File: src/rtl/coal_pkg.sv
package coal_pkg;
    localparam int CNT_W = 8;

    typedef struct packed {
        logic [CNT_W-1:0] cnt;
        logic             ioc;
    } cnt_state_t;

    typedef struct packed {
        logic [CNT_W-1:0] tmr;
        logic             dly;
    } tmr_state_t;
endpackage

File: src/rtl/coal_count.sv
module coal_count
    import coal_pkg::*;
#(
    parameter logic [CNT_W-1:0] RESET_COUNT = 1
) (
    input  logic             clk,
    input  logic             rst_n,
    input  logic [CNT_W-1:0] thr_i,
    input  logic             reload_i,
    input  logic             cmpl_i,
    input  logic             expire_i,
    output logic [CNT_W-1:0] count_o,
    output logic             ioc_set_o
);
    cnt_state_t s_d, s_q;
    logic [CNT_W-1:0] dec_d;

    always_comb begin
        s_d     = s_q;
        s_d.ioc = 1'b0;
        dec_d   = s_q.cnt - 1'b1;
        if (reload_i) begin
            s_d.cnt = thr_i;
        end else if (cmpl_i) begin
            if (dec_d == '0) begin
                s_d.ioc = 1'b1;
                s_d.cnt = thr_i;
            end else begin
                s_d.cnt = dec_d;
            end
        end else if (expire_i) begin
            s_d.cnt = thr_i;
        end
    end

    always_ff @(posedge clk) begin
        if (!rst_n) begin
            s_q.cnt <= RESET_COUNT;
            s_q.ioc <= 1'b0;
        end else begin
            s_q <= s_d;
        end
    end

    assign count_o   = s_q.cnt;
    assign ioc_set_o = s_q.ioc;

    // a complete-set pulse always leaves the count at the prior threshold
    p_ioc_reload_r2: assert property (@(posedge clk) disable iff (!rst_n)
        ioc_set_o |-> (count_o == $past(thr_i)));

    // control write reloads the count
    p_wr_reload_r8: assert property (@(posedge clk) disable iff (!rst_n)
        reload_i |=> (count_o == $past(thr_i)) && !ioc_set_o);

    // completion from zero wraps without a pulse
    p_wrap_r3: assert property (@(posedge clk) disable iff (!rst_n)
        (cmpl_i && !reload_i && count_o == '0) |=> (count_o == '1) && !ioc_set_o);
endmodule

File: src/rtl/coal_timer.sv
module coal_timer
    import coal_pkg::*;
(
    input  logic             clk,
    input  logic             rst_n,
    input  logic [CNT_W-1:0] delay_i,
    input  logic             cmpl_i,
    input  logic             tick_i,
    output logic [CNT_W-1:0] timer_o,
    output logic             expire_o,
    output logic             dly_set_o
);
    tmr_state_t s_d, s_q;
    logic       hit_d;

    always_comb begin
        hit_d   = tick_i && (s_q.tmr == CNT_W'(1));
        s_d     = s_q;
        s_d.dly = hit_d;
        if (cmpl_i && (delay_i != '0)) begin
            s_d.tmr = delay_i;
        end else if (tick_i && (s_q.tmr != '0)) begin
            s_d.tmr = s_q.tmr - 1'b1;
        end
    end

    always_ff @(posedge clk) begin
        if (!rst_n) begin
            s_q.tmr <= '0;
            s_q.dly <= 1'b0;
        end else begin
            s_q <= s_d;
        end
    end

    assign timer_o   = s_q.tmr;
    assign expire_o  = hit_d;
    assign dly_set_o = s_q.dly;

    // completion with nonzero delay restarts the timer
    p_restart_r4: assert property (@(posedge clk) disable iff (!rst_n)
        (cmpl_i && delay_i != '0) |=> (timer_o == $past(delay_i)));

    // an idle timer stays idle without a loading completion
    p_idle_r5: assert property (@(posedge clk) disable iff (!rst_n)
        (timer_o == '0 && !(cmpl_i && delay_i != '0)) |=> (timer_o == '0));

    // no tick, no load, no change
    p_hold_r6: assert property (@(posedge clk) disable iff (!rst_n)
        (!tick_i && !cmpl_i) |=> $stable(timer_o));
endmodule

File: src/rtl/irq_coalescer.sv
module irq_coalescer
    import coal_pkg::*;
#(
    parameter int CTRL_W = 32,
    parameter int THR_LSB = 16,
    parameter int DLY_LSB = 24,
    parameter logic [CNT_W-1:0] RESET_COUNT = 1
) (
    input  logic              clk,
    input  logic              rst_n,
    input  logic [CTRL_W-1:0] ctrl_word_i,
    input  logic              ctrl_wr_i,
    input  logic              cmpl_i,
    input  logic              tick_i,
    output logic              ioc_set_o,
    output logic              dly_set_o,
    output logic [CNT_W-1:0]  count_o,
    output logic [CNT_W-1:0]  timer_o
);
    logic [CNT_W-1:0] thr_w, delay_w;
    logic             expire_w;

    assign thr_w   = ctrl_word_i[THR_LSB +: CNT_W];
    assign delay_w = ctrl_word_i[DLY_LSB +: CNT_W];

    coal_timer u_timer (
        .clk      (clk),
        .rst_n    (rst_n),
        .delay_i  (delay_w),
        .cmpl_i   (cmpl_i),
        .tick_i   (tick_i),
        .timer_o  (timer_o),
        .expire_o (expire_w),
        .dly_set_o(dly_set_o)
    );

    coal_count #(.RESET_COUNT(RESET_COUNT)) u_count (
        .clk      (clk),
        .rst_n    (rst_n),
        .thr_i    (thr_w),
        .reload_i (ctrl_wr_i),
        .cmpl_i   (cmpl_i),
        .expire_i (expire_w),
        .count_o  (count_o),
        .ioc_set_o(ioc_set_o)
    );

    // a lone expiry reloads the count
    p_expiry_reload_r7: assert property (@(posedge clk) disable iff (!rst_n)
        (dly_set_o && !$past(cmpl_i) && !$past(ctrl_wr_i)) |-> (count_o == $past(thr_w)));

    // expiry pulse follows a tick at timer value one
    p_expiry_pulse_r7: assert property (@(posedge clk) disable iff (!rst_n)
        (tick_i && timer_o == CNT_W'(1)) |=> dly_set_o);
endmodule

File: config.mk
export PLATFORM = sky130hd
export DESIGN_NAME = irq_coalescer
export DESIGN_NICKNAME = d
export VERILOG_FILES = /design/src/rtl/coal_pkg.sv /design/src/rtl/coal_count.sv /design/src/rtl/coal_timer.sv /design/src/rtl/irq_coalescer.sv
export SDC_FILE = /design/constraint.sdc
export NUM_CORES = 1
export LEC_CHECK = 0
export BUFFER_PORTS_ARGS = -buffer_cell sky130_fd_sc_hd__buf_2
export CAP_MARGIN = 10
export CORE_MARGIN = 4
export CORE_UTILIZATION = 48
export CTS_CLUSTER_DIAMETER = 50
export DETAILED_ROUTE_END_ITERATION = 10
export GPL_TIMING_DRIVEN = 1
export PLACE_DENSITY_LB_ADDON = 0.15
export SYNTH_ARGS = -nofsm -noshare
export SYNTH_HDL_FRONTEND = slang
export SYNTH_SLANG_ARGS = --single-unit
File: constraint.sdc
create_clock -name clk -period 2.25 [get_ports clk]
set_input_delay 0.3375 -clock clk [delete_from_list [all_inputs] [get_ports clk]]
set_output_delay 0.3375 -clock clk [all_outputs]
set_load 0.05 [all_outputs]
==> results.toml <==
[layout]
areaGrowthSynthToFinish_pct = 18.4
nets = 243
antennaDiodeCount = 0
final_cell_mix = "buf_2, dfxtp_1, inv_1"
drive_gt1_share_pct = 29.0
final_cells = 230
fillers = 240
layout_commonest_cell = "buf_2"

[floorplan]
ios = 55
fp-row-count = 18
fp.dieH_um = 60.5
placeableCoreArea_um2 = 2540
dieArea_um2 = 3660
start_util_pct = 52.0
die_x_um = 60.5

[route]
avgRoutedWirePerCell_um = 15.2
drc = 0
viasPerCell = 6.15
dr.pass1.iters = 4
wl_um = 3500
drt_iter0_drc = 75
vias = 1415
ant_nets = 0

[critical_path]
cp_cell_sequence = "ha_1 > or4bb_1 > o21ai_4 > a21oi_2 > a311o_1 > a221oi_2"
path_class = "reg -> reg"
cp_max_fo = 8
max_stage_delay_ns = 0.56
slowest_stage = "or4bb_1"
cp_top_family = "compound AO/OA/AOI/OAI gates"
cp-end-kind = "flop"
arrival_ns = 2.31
cp-start-kind = "flop"
critPathRequiredTime_ns = 2.47
critPathBufInv = 0

[yosys]
netlist_instances = 162
ys_ff_latch = 18
yosysSeqAreaShare_pct = 27.2
synth_warnings = 0
synth_ff_type = "dfxtp_1"
synth_edf_count = 0
yosysUniqueCellTypes = 58
syn-cell-area_um2 = 1320
syn-num-nets = 204
synthArstFlopShare_pct = 0
avgSynthCellArea_um2 = 8.17

[sta]
setup_ws_ns = 0.162
fmax_ghz = 0.479
tns_ns = 0
final_hold_viol_count = 0
relSlewSlack_pct = 66.1
grt_setup_unrepaired = "no"
setup_viol = 0
fin_crit_ns = 2.09
min_period_over_period_pct = 92.8
skew_ns = 0.00879
worstMarginPinSlew_ns = 0.507
slew_viol_final = 0

[clocking]
postCtsSetupRepairBufs = 0
clock-sinks = 18
postCtsHoldBufs = 0
clockBufferDepth = 2
cts_tree = "built"
htree_levels = 1
path_clk_slew_ns = 0.11
root_buffer = "clkbuf_4"
clock_latency_ns = 0.30
cts_resized = 0
cts_buffers = 3

[pwr]
p_per_area_nw_per_um2 = 655
irDropWorstVdd_mv = 0.489
finalPower_mw = 1.03
power.leakage_nw = 0.687

[run]
drv_cap = 0

[place]
dp.cells = 226
hpwl_um = 2700
port_buffers = 38
gp_congestion = 0.835
preCtsSetupSlack_ns = 0.185

[global_route]
grt_first_pass_wirelength_um = 5890
antenna_found_initial = 0
grt_max_degree = 15
grtUsageTotal_pct = 20.8
grt_pass1_vias = 1381
grt_overflow = 0

[hold_path]
hold_path_class = "in -> reg"

[run_status]
outcome = "complete, no violations"
metal layers:
metal	GRT usage, %	wire, um	vias to the layer above
met3	2.13	295	4
met2	37.7	1740	66
met5	0	0	-
met4	9.29	37	0
li1	-	-	700
met1	24.8	1430	645
stage by stage:
step                hold WS (ns)  utilization [%]  area [um^2]
floorplan                  0.470                -         1330
global placement           0.519             60.2         1530
detailed placement         0.544             60.2         1530
CTS                        0.271             61.6         1570
global route               0.282             61.6         1570
finish                     0.282             61.6         1570
synth_stat cells, drive strengths merged, types with 2 or more instances:
cell type	count	share of area (%)
or4	4	2.6
nor2	10	3.0
and3	2	0.95
a21oi	9	3.7
nor4	5	2.4
dfxtp	18	27
a31oi	4	2.4
nor4b	2	1.3
xnor2	2	1.3
ha	5	4.7
nor3	6	2.3
o31ai	4	2.3
nand2b	2	0.95
nand2	8	2.3
a221oi	3	2.5
a211oi	5	2.8
clkbuf	3	1.1
o22ai	2	0.95
nor2b	2	0.95
inv	11	3.1
buf	6	3.4
a32oi	2	1.3
o21a	2	1.1
nand3	5	1.9
xor2	3	2.0
o21ai	12	5.4
or3	2	0.95
o2111ai	3	2.0
cells by family after synthesis:
family | Yosys count | share of synthesized area, %
xor gates and xnor gates | 5 | 3.31
AOI/OAI and AO/OA | 56 | 31.0
muxes | 1 | 0.756
buffers and inverters | 21 | 7.94
DFF | 18 | 27.2
adders and majority gates | 5 | 4.73
and+or+nand+nor | 56 | 25.0
report_power, final:
| group | leakage (nW) | internal [mW] | total [mW] | switching (mW) |
|---|---|---|---|---|
| Sequential | 0.149 | 0.350 | 0.400 | 0.0498 |
| Combinational | 0.517 | 0.151 | 0.423 | 0.271 |
| Clock | 0.0210 | 0.0986 | 0.205 | 0.106 |
| Total | 0.687 | 0.600 | 1.03 | 0.428 |
state kept, by name (all words and copies together) (netlist names):
signal,cells
u_count.count_o,8
u_timer.dly_set_o,1
u_timer.timer_o,8
u_count.ioc_set_o,1
tightest hold or removal path, delay by kind of cell:
family | cells | cell delay, ns
compound gates | 1 | 0.05
buf+inv | 2 | 0.16
final timing paths:
| check | start | end | slack [ns] | depth (start not counted) |
|---|---|---|---|---|
| min reg2reg | u_timer.timer_o[5] | u_timer.timer_o[5] | 0.57 | 2 |
| max reg2reg | u_timer.timer_o[0] | u_count.count_o[2] | 0.16 | 6 |
| min | ctrl_word_i[18] | u_count.count_o[2] | 0.28 | 3 |
| max | u_timer.timer_o[0] | u_count.count_o[2] | 0.16 | 6 |
final cells by class:
type	count	area, um^2	area share [%]
multi-input combinational	123	858	54.7
sequential	18	363	23.1
timing repair buffer	43	228	14.5
inverter	12	45.0	2.87
tap	30	37.5	2.39
clock buffer	4	36.3	2.31
Note: power is estimated with default switching activity, not from simulation.
